## config.mk

```make
export PLATFORM = sky130hd
export DESIGN_NAME = ddr_cmd_seq
export DESIGN_NICKNAME = d
export VERILOG_FILES = /design/src/rtl/ddr_cmd_pkg.sv /design/src/rtl/ddr_pin_encode.sv /design/src/rtl/ddr_pwr_track.sv /design/src/rtl/ddr_dll_gate.sv /design/src/rtl/ddr_cmd_seq.sv
export SDC_FILE = /design/constraint.sdc
export NUM_CORES = 1
export LEC_CHECK = 0
export BUFFER_PORTS_ARGS = -buffer_cell sky130_fd_sc_hd__buf_2
export CELL_PAD_IN_SITES_DETAIL_PLACEMENT = 1
export CELL_PAD_IN_SITES_GLOBAL_PLACEMENT = 1
export CORE_ASPECT_RATIO = 1.1
export CORE_MARGIN = 4
export CORE_UTILIZATION = 34
export DETAILED_ROUTE_END_ITERATION = 8
export PLACE_DENSITY_LB_ADDON = 0.1
export RECOVER_POWER = 100
export SLEW_MARGIN = 30
export SYNTH_ARGS = -nofsm -noshare
export SYNTH_HDL_FRONTEND = slang
export SYNTH_SLANG_ARGS = --single-unit
```

## constraint.sdc

```tcl
create_clock -name clk -period 2.79 [get_ports clk]
set_input_delay 0.1395 -clock clk [delete_from_list [all_inputs] [get_ports clk]]
set_output_delay 0.1395 -clock clk [all_outputs]
set_load 0.1 [all_outputs]
```

## src/rtl/ddr_cmd_pkg.sv

```systemverilog
package ddr_cmd_pkg;

    typedef enum logic [3:0] {
        CMD_NOP       = 4'd0,
        CMD_DESEL     = 4'd1,
        CMD_READ      = 4'd2,
        CMD_READ_AP   = 4'd3,
        CMD_WRITE     = 4'd4,
        CMD_WRITE_AP  = 4'd5,
        CMD_ACT       = 4'd6,
        CMD_PRE       = 4'd7,
        CMD_PRE_ALL   = 4'd8,
        CMD_REF       = 4'd9,
        CMD_SREF_IN   = 4'd10,
        CMD_SREF_OUT  = 4'd11,
        CMD_PD_IN     = 4'd12,
        CMD_PD_OUT    = 4'd13,
        CMD_MODE      = 4'd14,
        CMD_RSVD      = 4'd15
    } cmd_e;

    typedef enum logic [1:0] {
        PWR_ACTIVE = 2'd0,
        PWR_PDOWN  = 2'd1,
        PWR_SREF   = 2'd2
    } pwr_e;

    // Commands that touch rows or columns and must wait for the DLL
    function automatic logic is_access(cmd_e c);
        return (c == CMD_READ) || (c == CMD_READ_AP) || (c == CMD_WRITE) ||
               (c == CMD_WRITE_AP) || (c == CMD_ACT);
    endfunction

endpackage

```

## src/rtl/ddr_pin_encode.sv

```systemverilog
module ddr_pin_encode
    import ddr_cmd_pkg::*;
#(
    parameter int ADDR_W = 14,
    parameter int BANK_W = 2,
    parameter int AP_BIT = 10
) (
    input  cmd_e              cmd,
    input  logic              cke_prev,
    input  logic [BANK_W-1:0] bank,
    input  logic [ADDR_W-1:0] addr,
    output logic              cke,
    output logic              cs_n,
    output logic              ras_n,
    output logic              cas_n,
    output logic              we_n,
    output logic [BANK_W-1:0] ba,
    output logic [ADDR_W-1:0] ma
);
    localparam logic [ADDR_W-1:0] AP_MASK = ADDR_W'(1) << AP_BIT;

    always_comb begin
        cke   = 1'b1;
        cs_n  = 1'b1;
        ras_n = 1'b1;
        cas_n = 1'b1;
        we_n  = 1'b1;
        ba    = '0;
        ma    = '0;
        case (cmd)
            CMD_NOP: begin
                if (cke_prev) cs_n = 1'b0;
                else          cke  = 1'b0;
            end
            CMD_READ, CMD_READ_AP, CMD_WRITE, CMD_WRITE_AP: begin
                cs_n  = 1'b0;
                cas_n = 1'b0;
                we_n  = !((cmd == CMD_WRITE) || (cmd == CMD_WRITE_AP));
                ba    = bank;
                ma    = ((cmd == CMD_READ_AP) || (cmd == CMD_WRITE_AP)) ?
                        (addr | AP_MASK) : (addr & ~AP_MASK);
            end
            CMD_ACT: begin
                cs_n  = 1'b0;
                ras_n = 1'b0;
                ba    = bank;
                ma    = addr;
            end
            CMD_PRE: begin
                cs_n  = 1'b0;
                ras_n = 1'b0;
                we_n  = 1'b0;
                ba    = bank;
            end
            CMD_PRE_ALL: begin
                cs_n  = 1'b0;
                ras_n = 1'b0;
                we_n  = 1'b0;
                ma    = AP_MASK;
            end
            CMD_REF, CMD_SREF_IN: begin
                cke   = (cmd == CMD_REF);
                cs_n  = 1'b0;
                ras_n = 1'b0;
                cas_n = 1'b0;
            end
            CMD_PD_IN: cke = 1'b0;
            CMD_MODE: begin
                cs_n  = 1'b0;
                ras_n = 1'b0;
                cas_n = 1'b0;
                we_n  = 1'b0;
                ba    = bank;
                ma    = addr;
            end
            default: ;
        endcase
    end
endmodule

```

## src/rtl/ddr_pwr_track.sv

```systemverilog
module ddr_pwr_track
    import ddr_cmd_pkg::*;
(
    input  logic clk,
    input  logic rst_n,
    input  logic fire,
    input  cmd_e cmd,
    output pwr_e state_q
);
    pwr_e state_d;

    always_comb begin
        state_d = state_q;
        if (fire) begin
            case (cmd)
                CMD_PD_IN:                 state_d = PWR_PDOWN;
                CMD_SREF_IN:               state_d = PWR_SREF;
                CMD_PD_OUT, CMD_SREF_OUT:  state_d = PWR_ACTIVE;
                default: ;
            endcase
        end
    end

    always_ff @(posedge clk) begin
        if (!rst_n) state_q <= PWR_ACTIVE;
        else        state_q <= state_d;
    end


    sleep_exit_chk: assert property (@(posedge clk) disable iff (!rst_n)
        (state_q != PWR_ACTIVE && state_d == PWR_ACTIVE) |->
        (fire && (cmd == (state_q == PWR_PDOWN ? CMD_PD_OUT : CMD_SREF_OUT))));
endmodule

```

## src/rtl/ddr_dll_gate.sv

```systemverilog
module ddr_dll_gate #(
    parameter int DLL_WAIT = 200
) (
    input  logic clk,
    input  logic rst_n,
    input  logic mode_fire,
    input  logic mode_bank0,
    input  logic dll_flag,
    output logic open
);
    localparam int CNT_W = $clog2(DLL_WAIT + 1);

    typedef struct packed {
        logic             armed;
        logic [CNT_W-1:0] cnt;
    } gate_t;

    gate_t gate_d, gate_q;
    logic  hit;

    assign hit  = mode_fire && mode_bank0;
    assign open = gate_q.armed && (gate_q.cnt == '0);

    always_comb begin
        gate_d = gate_q;
        if (hit) begin
            gate_d.armed = !dll_flag;
            gate_d.cnt   = CNT_W'(DLL_WAIT);
        end else if (gate_q.cnt != '0) begin
            gate_d.cnt = gate_q.cnt - 1'b1;
        end
    end

    always_ff @(posedge clk) begin
        if (!rst_n) gate_q <= '{armed: 1'b0, cnt: '0};
        else        gate_q <= gate_d;
    end


    wait_step_chk: assert property (@(posedge clk) disable iff (!rst_n)
        (gate_q.cnt != '0 && !hit) |=> (gate_q.cnt == $past(gate_q.cnt) - 1'b1));


    release_shut_chk: assert property (@(posedge clk) disable iff (!rst_n)
        hit |=> !open);
endmodule

```

## src/rtl/ddr_cmd_seq.sv

```systemverilog
module ddr_cmd_seq
    import ddr_cmd_pkg::*;
#(
    parameter int ADDR_W   = 14,
    parameter int BANK_W   = 2,
    parameter int AP_BIT   = 10,
    parameter int DLL_BIT  = 8,
    parameter int DLL_WAIT = 200
) (
    input  logic              clk,
    input  logic              rst_n,
    input  logic              req_valid,
    input  logic [3:0]        req_cmd,
    input  logic [BANK_W-1:0] req_bank,
    input  logic [ADDR_W-1:0] req_addr,
    output logic              req_ready,
    output logic              ck_en,
    output logic              cs_n,
    output logic              ras_n,
    output logic              cas_n,
    output logic              we_n,
    output logic [BANK_W-1:0] ba,
    output logic [ADDR_W-1:0] ma,
    output logic [1:0]        dev_state
);
    typedef struct packed {
        logic              cke;
        logic              cs_n;
        logic              ras_n;
        logic              cas_n;
        logic              we_n;
        logic [BANK_W-1:0] ba;
        logic [ADDR_W-1:0] ma;
    } pins_t;

    pins_t pins_d, pins_q;
    cmd_e  cmd_in, sel_cmd;
    pwr_e  pwr_q;
    logic  fire, gate_open;

    assign cmd_in  = cmd_e'(req_cmd);
    assign fire    = req_valid && req_ready;
    assign sel_cmd = fire ? cmd_in : CMD_NOP;

    always_comb begin
        req_ready = 1'b0;
        case (pwr_q)
            PWR_ACTIVE: begin
                case (cmd_in)
                    CMD_PD_OUT, CMD_SREF_OUT, CMD_RSVD: req_ready = 1'b0;
                    default: req_ready = !is_access(cmd_in) || gate_open;
                endcase
            end
            PWR_PDOWN: req_ready = (cmd_in == CMD_PD_OUT);
            PWR_SREF:  req_ready = (cmd_in == CMD_SREF_OUT);
            default:   req_ready = 1'b0;
        endcase
    end

    ddr_pin_encode #(.ADDR_W(ADDR_W), .BANK_W(BANK_W), .AP_BIT(AP_BIT)) u_enc (
        .cmd(sel_cmd), .cke_prev(pins_q.cke), .bank(req_bank), .addr(req_addr),
        .cke(pins_d.cke), .cs_n(pins_d.cs_n), .ras_n(pins_d.ras_n),
        .cas_n(pins_d.cas_n), .we_n(pins_d.we_n), .ba(pins_d.ba), .ma(pins_d.ma)
    );

    ddr_pwr_track u_pwr (
        .clk(clk), .rst_n(rst_n), .fire(fire), .cmd(cmd_in), .state_q(pwr_q)
    );

    ddr_dll_gate #(.DLL_WAIT(DLL_WAIT)) u_gate (
        .clk(clk), .rst_n(rst_n), .mode_fire(fire && cmd_in == CMD_MODE),
        .mode_bank0(req_bank == '0), .dll_flag(req_addr[DLL_BIT]), .open(gate_open)
    );

    always_ff @(posedge clk) begin
        if (!rst_n) pins_q <= '{cke: 1'b1, cs_n: 1'b1, ras_n: 1'b1, cas_n: 1'b1,
                                we_n: 1'b1, ba: '0, ma: '0};
        else        pins_q <= pins_d;
    end

    assign ck_en     = pins_q.cke;
    assign cs_n      = pins_q.cs_n;
    assign ras_n     = pins_q.ras_n;
    assign cas_n     = pins_q.cas_n;
    assign we_n      = pins_q.we_n;
    assign ba        = pins_q.ba;
    assign ma        = pins_q.ma;
    assign dev_state = pwr_q;


    sleep_cke_low_chk: assert property (@(posedge clk) disable iff (!rst_n)
        (pwr_q != PWR_ACTIVE) |-> !ck_en);


    wake_cs_high_chk: assert property (@(posedge clk) disable iff (!rst_n)
        $rose(ck_en) |-> cs_n);


    access_gate_chk: assert property (@(posedge clk) disable iff (!rst_n)
        (fire && is_access(cmd_in)) |-> gate_open);


    read_ap_low_chk: assert property (@(posedge clk) disable iff (!rst_n)
        (fire && cmd_in == CMD_READ) |=> (!ma[AP_BIT] && !cs_n && !cas_n && we_n));


    pdown_only_exit_chk: assert property (@(posedge clk) disable iff (!rst_n)
        (pwr_q == PWR_PDOWN && req_ready) |-> (cmd_in == CMD_PD_OUT));
endmodule

```

==> run_results.csv, run 1 <==
group,metric,value,unit
logic_synthesis,synth_most_common_cell,"dfxtp_1",
logic_synthesis,ys_ff_latch,32,
die,chipWidth,70.91,um
worst_setup_path,crit_slowest_cell,"or4bb_1",
clock_tree,cts_tree,"yes",
finish,drive_gt1_share,19.81,%
routing,drc_errors,0,
logic_synthesis,synthTopCellsByCount,"dfxtp_1, nor2_1, and2_1",
pwr,power_density,766.2,nW/um^2
logic_synthesis,synth-async-reset-ratio,0,%
logic_synthesis,syn_inst,158,
timing,finalCriticalPeriod,2.494,ns
logic_synthesis,ys_seq_area_share,43.28,%
routing,dr.pass1.iters,4,
finish,synthToLayoutAreaGrowth,20.03,%
outcome,status,"completed",
worst_setup_path,path_cells,"inv_1 -> ha_1 -> or4bb_1 -> nor2_1 -> o41ai_2 -> a21boi_2 -> buf_2",
logic_synthesis,syn-cell-area,1480,sq um
logic_synthesis,syn_nets,183,
clock_tree,post_cts_buffers,0,
pwr,power.net_switching,0.0004847,W
logic_synthesis,synth_edf_count,0,
worst_setup_path,critPathRequiredTime,2.65,ns
worst_setup_path,arrival,2.35,ns
timing,fin_crit_sh,89.38,%
die,fp.coreArea,4084,sq um
timing,finalSetupViolCount,0,
timing,fmax,401.0,MHz
clock_tree,cts_made_buffers,5,
logic_synthesis,ys.flop_type,"dfxtp_1",
pwr,pwr-share-seq,41.3,%
finish,n_antenna_cell,0,
logic_synthesis,ys_types,49,
global_route,grt_max_degree,17,
worst_setup_path,cp_num_buf_inv,2,
global_route,gr-usage-all-layers,14.42,%
logic_synthesis,syn_avg_cell_area,9.368,sq um
timing,relSlewSlack,21.22,%
pwr,p_int,0.0008766,W
pwr,combPwrFrac,32.3,%
min_path,min_path_type,"input pin to register",
timing,finalHoldViolations,0,
global_route,grt_pass1_vias,1405,
clock_tree,worstSkewPairLatency,0.28,ns
logic_synthesis,synth_warnings,0,
logic_synthesis,synth_area_leaders,"dfxtp_1, and2_1, nor2_1, a211oi_1, a21oi_1",
pwr,power,0.001361,W
clock_tree,clk_path_buf_depth,2,
routing,drtIter0Drc,42,
die,die_h,77.20,um
timing,setup_tns,0,ns
routing,vias,1309,
timing,drv_slew,0,
global_route,grt.overflow.total,0,
routing,routed_wl,3.695,mm
routing,vias_per_cell,5.054,
timing,clock-skew-final,0.005048,ns
placement,numPortBuffers,46,
die,std_cell_rows,24,
pwr,p_sw_share,35.60,%
logic_synthesis,synth_top_cell_by_area,"dfxtp_1",
die,io_pins,47,
clock_tree,clock-sinks,32,
worst_setup_path,worst_setup_path_end_kind,"primary output",
global_route,antenna_found_initial,0,
clock_tree,clk_pin_slew,0.07,ns
timing,tightest_slew,1.187,ns
pwr,ir_drop,213.1,uV
worst_setup_path,setup.worst_path.class,"register to primary output",
timing,rsz0062_at_grt,"no",
worst_setup_path,crit_fanout,5,
pwr,power_leakage,0.7400,nW
worst_setup_path,startpoint_type,"register",
placement,post-dp-hpwl,2.925,mm
clock_tree,holdBufCountCts,0,
clock_tree,cts_resized,0,
finish,nets,231,
die,die_area,5474,sq um
worst_setup_path,cp_top_family,"simple AND/OR/NAND/NOR gates",
worst_setup_path,slowest_delay,0.49,ns
routing,ant_nets,0,
flow_run,drv_cap,0,
clock_tree,cts_max_level,2,
die,start_util,36.24,%
clock_tree,clockRootBuffer,"clkbuf_8",
global_route,grt_pass1_wl,6.396,mm
placement,gp_congestion,0.8575,
pwr,clkPwrFrac,26.4,%
logic_synthesis,post-synth-top-area-fraction,43.28,%
routing,wl_per_cell,14.27,um
## final cells by class
| cell class | count | area [sq um] |
|---|---|---|
| repair buffers | 46 | 201.4 |
| clock inverters | 2 | 10.01 |
| flip-flops and latches | 32 | 640.6 |
| fillers | 536 | 2307 |
| clock buffers | 6 | 82.58 |
| multi-input cells | 112 | 743.2 |
| well taps | 52 | 65.06 |
| inverters | 9 | 33.78 |
## worst paths after layout
check              startpoint                to  slack [ns]  cells after the start
max          u_gate.gate_q[1]         req_ready        0.30                      7
min               req_addr[1]             ma[1]        0.06                      2
max reg2reg  u_gate.gate_q[1]             ma[2]        0.40                      7
min reg2reg  u_gate.gate_q[8]  u_gate.gate_q[8]        0.46                      2
## through the flow
stage | hold WS [ns] | std cells | util [%] | area (sq um) | setup slack [ns]
global placement | 0.3395 | 251 | 42.65 | 1742 | 0.4776
global route | 0.05515 | 259 | 43.50 | 1777 | 0.1153
finish | 0.05883 | 259 | 43.50 | 1777 | 0.2964
floorplan | 0.2360 | 158 | - | 1484 | 0.2592
detailed placement | 0.3432 | 251 | 42.65 | 1742 | 0.4141
CTS | 0.04744 | 259 | 44.91 | 1834 | 0.2998
## state kept, by name, indices dropped and copies added, names as in the netlist
register	cells
we_n	1
u_pwr.state_q	2
cs_n	1
u_gate.gate_q	9
ba	2
cas_n	1
ck_en	1
ma	14
ras_n	1
## cells by family after synthesis
kind of cell	synth area share [%]
DFF	43.28
muxes	1.353
AOI/OAI and AO/OA	19.53
adders and majority gates	1.690
buffers and inverters	4.818
and+or+nand+nor	26.97
xor gates and xnor gates	2.367
## cells in the final DEF, fill, tap and decap left out, drive strengths merged, types with 3 or more instances in the layout
cell type and count:
a211o 3, a211oi 5, a21oi 7, and2 14, buf 23, clkbuf 29, dfxtp 32, inv 9
nand2 9, nand3 4, nor2 17, nor2b 3, nor3 4, o21ai 4, xnor2 3
## power groups by stage
stage | Combinational [W] | Clock, W | Sequential [W]
final | 0.000440 | 0.000359 | 0.000563
after global routing | 0.000493 | 0.000402 | 0.000572
after CTS | 0.000467 | 0.000377 | 0.000564
after detailed placement | 0.000465 | 0 | 0.000574
after global placement | 0.000459 | 0 | 0.000573
after floorplan | 0.000314 | 0 | 0.000631
## metal layers
layer  track usage, %  wire length [um]  vias up
li1                 -                 -      658
met1            15.27              1551      620
met2            26.81              1930       29
met3            4.314               190        2
met4            4.511                23        0
met5                0                 0        -
Note: power is estimated with default switching activity, not from simulation.
==> run 2: changes to the inputs <==
--- a/config.mk
+++ b/config.mk
@@ -5,6 +5,7 @@
 export SDC_FILE = /design/constraint.sdc
 export NUM_CORES = 1
 export LEC_CHECK = 0
+export ABC_AREA = 1
 export BUFFER_PORTS_ARGS = -buffer_cell sky130_fd_sc_hd__buf_2
 export CELL_PAD_IN_SITES_DETAIL_PLACEMENT = 1
 export CELL_PAD_IN_SITES_GLOBAL_PLACEMENT = 1
==> run_results.csv, run 2 <==
group,metric,value,unit
outcome,status,"completed",
clock_tree,clk_path_buf_depth,2,
pwr,combPwrFrac,34.4,%
logic_synthesis,synth_edf_count,0,
logic_synthesis,ys_types,27,
global_route,grt_max_degree,23,
timing,setup_tns,0,ns
global_route,grt_pass1_vias,1502,
min_path,holdCritStartpoint,"req_addr[11]",
die,io_pins,47,
placement,post-place-ws,0.5556,ns
timing,fin_crit_sh,82.42,%
routing,drc_errors,0,
worst_setup_path,cp_top_family,"simple AND/OR/NAND/NOR gates",
routing,vias,1464,
placement,placed_cells,307,
logic_synthesis,synth-async-reset-ratio,0,%
placement,post-dp-hpwl,3.205,mm
worst_setup_path,critPathLaunch,"u_gate.gate_q[0]",
timing,finalCriticalPeriod,2.299,ns
die,die_area,5956,sq um
logic_synthesis,synth_top_cell_by_area,"dfxtp_1",
routing,vias_per_cell,4.648,
clock_tree,cts_max_level,2,
logic_synthesis,ys.flop_type,"dfxtp_1",
routing,ant_nets,0,
pwr,clkPwrFrac,30.3,%
worst_setup_path,arrival,2.47,ns
timing,finalSetupViolCount,0,
timing,relSlewSlack,20.58,%
pwr,pwr-share-seq,35.3,%
die,std_cell_rows,26,
pwr,p_sw_share,36.05,%
worst_setup_path,critPathRequiredTime,2.96,ns
die,fp.coreArea,4652,sq um
global_route,grt_pass1_wl,6.803,mm
timing,clock-skew-final,0.002566,ns
placement,gp_congestion,0.8045,
routing,dr.pass1.iters,4,
logic_synthesis,syn_inst,208,
die,die_h,80.54,um
worst_setup_path,path_cells,"inv_1 -> ha_1 -> nand2_4 -> nor2_8 -> nand2_1 -> nand2_2 -> nand2_2 -> nand2_4 -> nand2_1 -> inv_1 -> nand4_1 -> nand3_2 -> nor2_4 -> buf_12 -> nor2_1",
worst_setup_path,setup.worst_path.class,"register to register",
min_path,min_path_type,"input pin to register",
logic_synthesis,synthTopCellsByCount,"nand2_1, dfxtp_1, nor2_1",
finish,drive_gt1_share,23.94,%
finish,fillers,618,
global_route,antenna_found_initial,0,
pwr,p_int,0.001012,W
logic_synthesis,synth_most_common_cell,"nand2_1",
finish,final_cell_mix,"nand2_1, nor2_1, dfxtp_1",
clock_tree,post_cts_buffers,0,
timing,rsz0062_at_grt,"no",
timing,finalHoldViolations,0,
finish,fin_cells,315,
pwr,power.net_switching,0.0005704,W
global_route,gr-usage-all-layers,14.83,%
timing,drv_slew,0,
placement,numPortBuffers,46,
finish,synthToLayoutAreaGrowth,20.08,%
global_route,grt.overflow.total,0,
timing,setup_ws,0.4906,ns
die,start_util,34.97,%
logic_synthesis,ys_ff_latch,32,
clock_tree,cts_made_buffers,5,
clock_tree,clk_pin_slew,0.07,ns
finish,largest_reg_flops,14,
logic_synthesis,post-synth-top-area-fraction,39.38,%
routing,routed_wl,4.004,mm
logic_synthesis,synth_warnings,0,
finish,final_common_cell,"nand2_1",
pwr,power_leakage,0.9018,nW
clock_tree,cts_resized,0,
routing,wl_per_cell,12.71,um
worst_setup_path,startpoint_type,"register",
logic_synthesis,syn_nets,233,
worst_setup_path,crit_slowest_cell,"dfxtp_1",
clock_tree,holdBufCountCts,0,
finish,nets,283,
timing,tightest_slew,1.196,ns
clock_tree,clock-sinks,32,
routing,drtIter0Drc,26,
pwr,power_density,810.2,nW/um^2
pwr,ir_drop,262.8,uV
logic_synthesis,syn_avg_cell_area,7.820,sq um
worst_setup_path,slowest_delay,0.33,ns
timing,fmax,434.9,MHz
clock_tree,cts_tree,"yes",
logic_synthesis,ys_seq_area_share,39.38,%
worst_setup_path,cp_num_buf_inv,3,
flow_run,drv_cap,0,
worst_setup_path,r2r_start,"u_gate.gate_q[0]",
logic_synthesis,synth_area_leaders,"dfxtp_1, nand2_1, nor2_4, nor2_1, inv_1",
finish,n_antenna_cell,0,
logic_synthesis,syn-cell-area,1627,sq um
worst_setup_path,crit_fanout,8,
clock_tree,clockRootBuffer,"clkbuf_8",
clock_tree,worstSkewPairLatency,0.27,ns
die,chipWidth,73.95,um
worst_setup_path,worst_setup_path_end_kind,"register",
-- run 2: changes by cell type after synthesis, moves of 4 or more --
| cell | before | now |
|---|---|---|
| inv_2 | 0 | 8 |
| nor2_4 | 1 | 13 |
| a21oi_1 | 7 | 11 |
| and2_1 | 13 | 0 |
| a211oi_1 | 5 | 1 |
| nand2_1 | 9 | 40 |
| nand2_2 | 0 | 7 |
| nor2_1 | 16 | 30 |
| nand3_1 | 4 | 11 |
| inv_1 | 9 | 17 |
| nand2_4 | 0 | 5 |
-- run 2: cells by family (layout without fill, tap and decap cells) --
| group | count (synthesis) | count (layout) | share of synthesized area, % |
|---|---|---|---|
| AO/OA/AOI/OAI | 18 | 18 | 6.154 |
| flip-flops | 32 | 32 | 39.38 |
| buffers and inverters | 29 | 80 | 8.154 |
| AND/OR/NAND/NOR | 124 | 124 | 43.15 |
| XOR/XNOR | 3 | 3 | 1.616 |
| adder cells (fa/ha/maj) | 2 | 2 | 1.538 |
-- run 2: power groups by stage --
| stage | combinational, W | clock [W] | sequential, W |
|---|---|---|---|
| floorplan | 0.000391 | 0 | 0.000638 |
| global placement | 0.000559 | 0 | 0.000568 |
| global route | 0.000605 | 0.000513 | 0.000565 |
| detailed placement | 0.000563 | 0 | 0.000567 |
| CTS | 0.000568 | 0.000497 | 0.000558 |
| finish | 0.000545 | 0.000479 | 0.000558 |
-- run 2: final timing paths --
path                                         end  slack (ns)  cells past startpoint
worst max-delay path                      ma[12]        0.49                     15
worst min-delay path                      ma[11]        0.08                      3
worst max register to register            ma[12]        0.49                     15
worst min register to register  u_gate.gate_q[0]        0.47                      2
-- run 2: layer usage --
metal | track usage [%] | wire [um]
met5 | 0 | 0
met1 | 17.27 | 1777
met4 | 5.978 | 70
met2 | 26.33 | 1920
met3 | 2.503 | 237
-- run 2: worst register-to-register path, delay by kind of cell, from the launching register on --
family	cells	cell delay (ns)
adder cells (fa/ha/maj)	1	0.25
buffers and inverters	3	0.39
flip-flops	1	0.33
AND/OR/NAND/NOR	11	1.21
-- run 2: cell type report --
class	instances	area (sq um)	share of cell area, %
Clock buffer	7	96.34	4.933
Clock inverter	1	30.03	1.537
Inverter	25	93.84	4.805
Multi-Input combinational cell	147	800.8	41.00
Sequential cell	32	640.6	32.80
Tap cell	56	70.07	3.587
Timing Repair Buffer	47	221.5	11.34
-- run 2: per-stage QoR --
stage | utilization, % | hold WS, ns | cell area [sq um] | power (W)
after global placement | 41.02 | 0.3699 | 1908 | 0.001127
after detailed placement | 41.02 | 0.3752 | 1908 | 0.001130
after floorplan | - | 0.2517 | 1627 | 0.001029
after global routing | 41.98 | 0.07772 | 1953 | 0.001684
final | 41.98 | 0.08043 | 1953 | 0.001582
after CTS | 43.73 | 0.07457 | 2034 | 0.001623
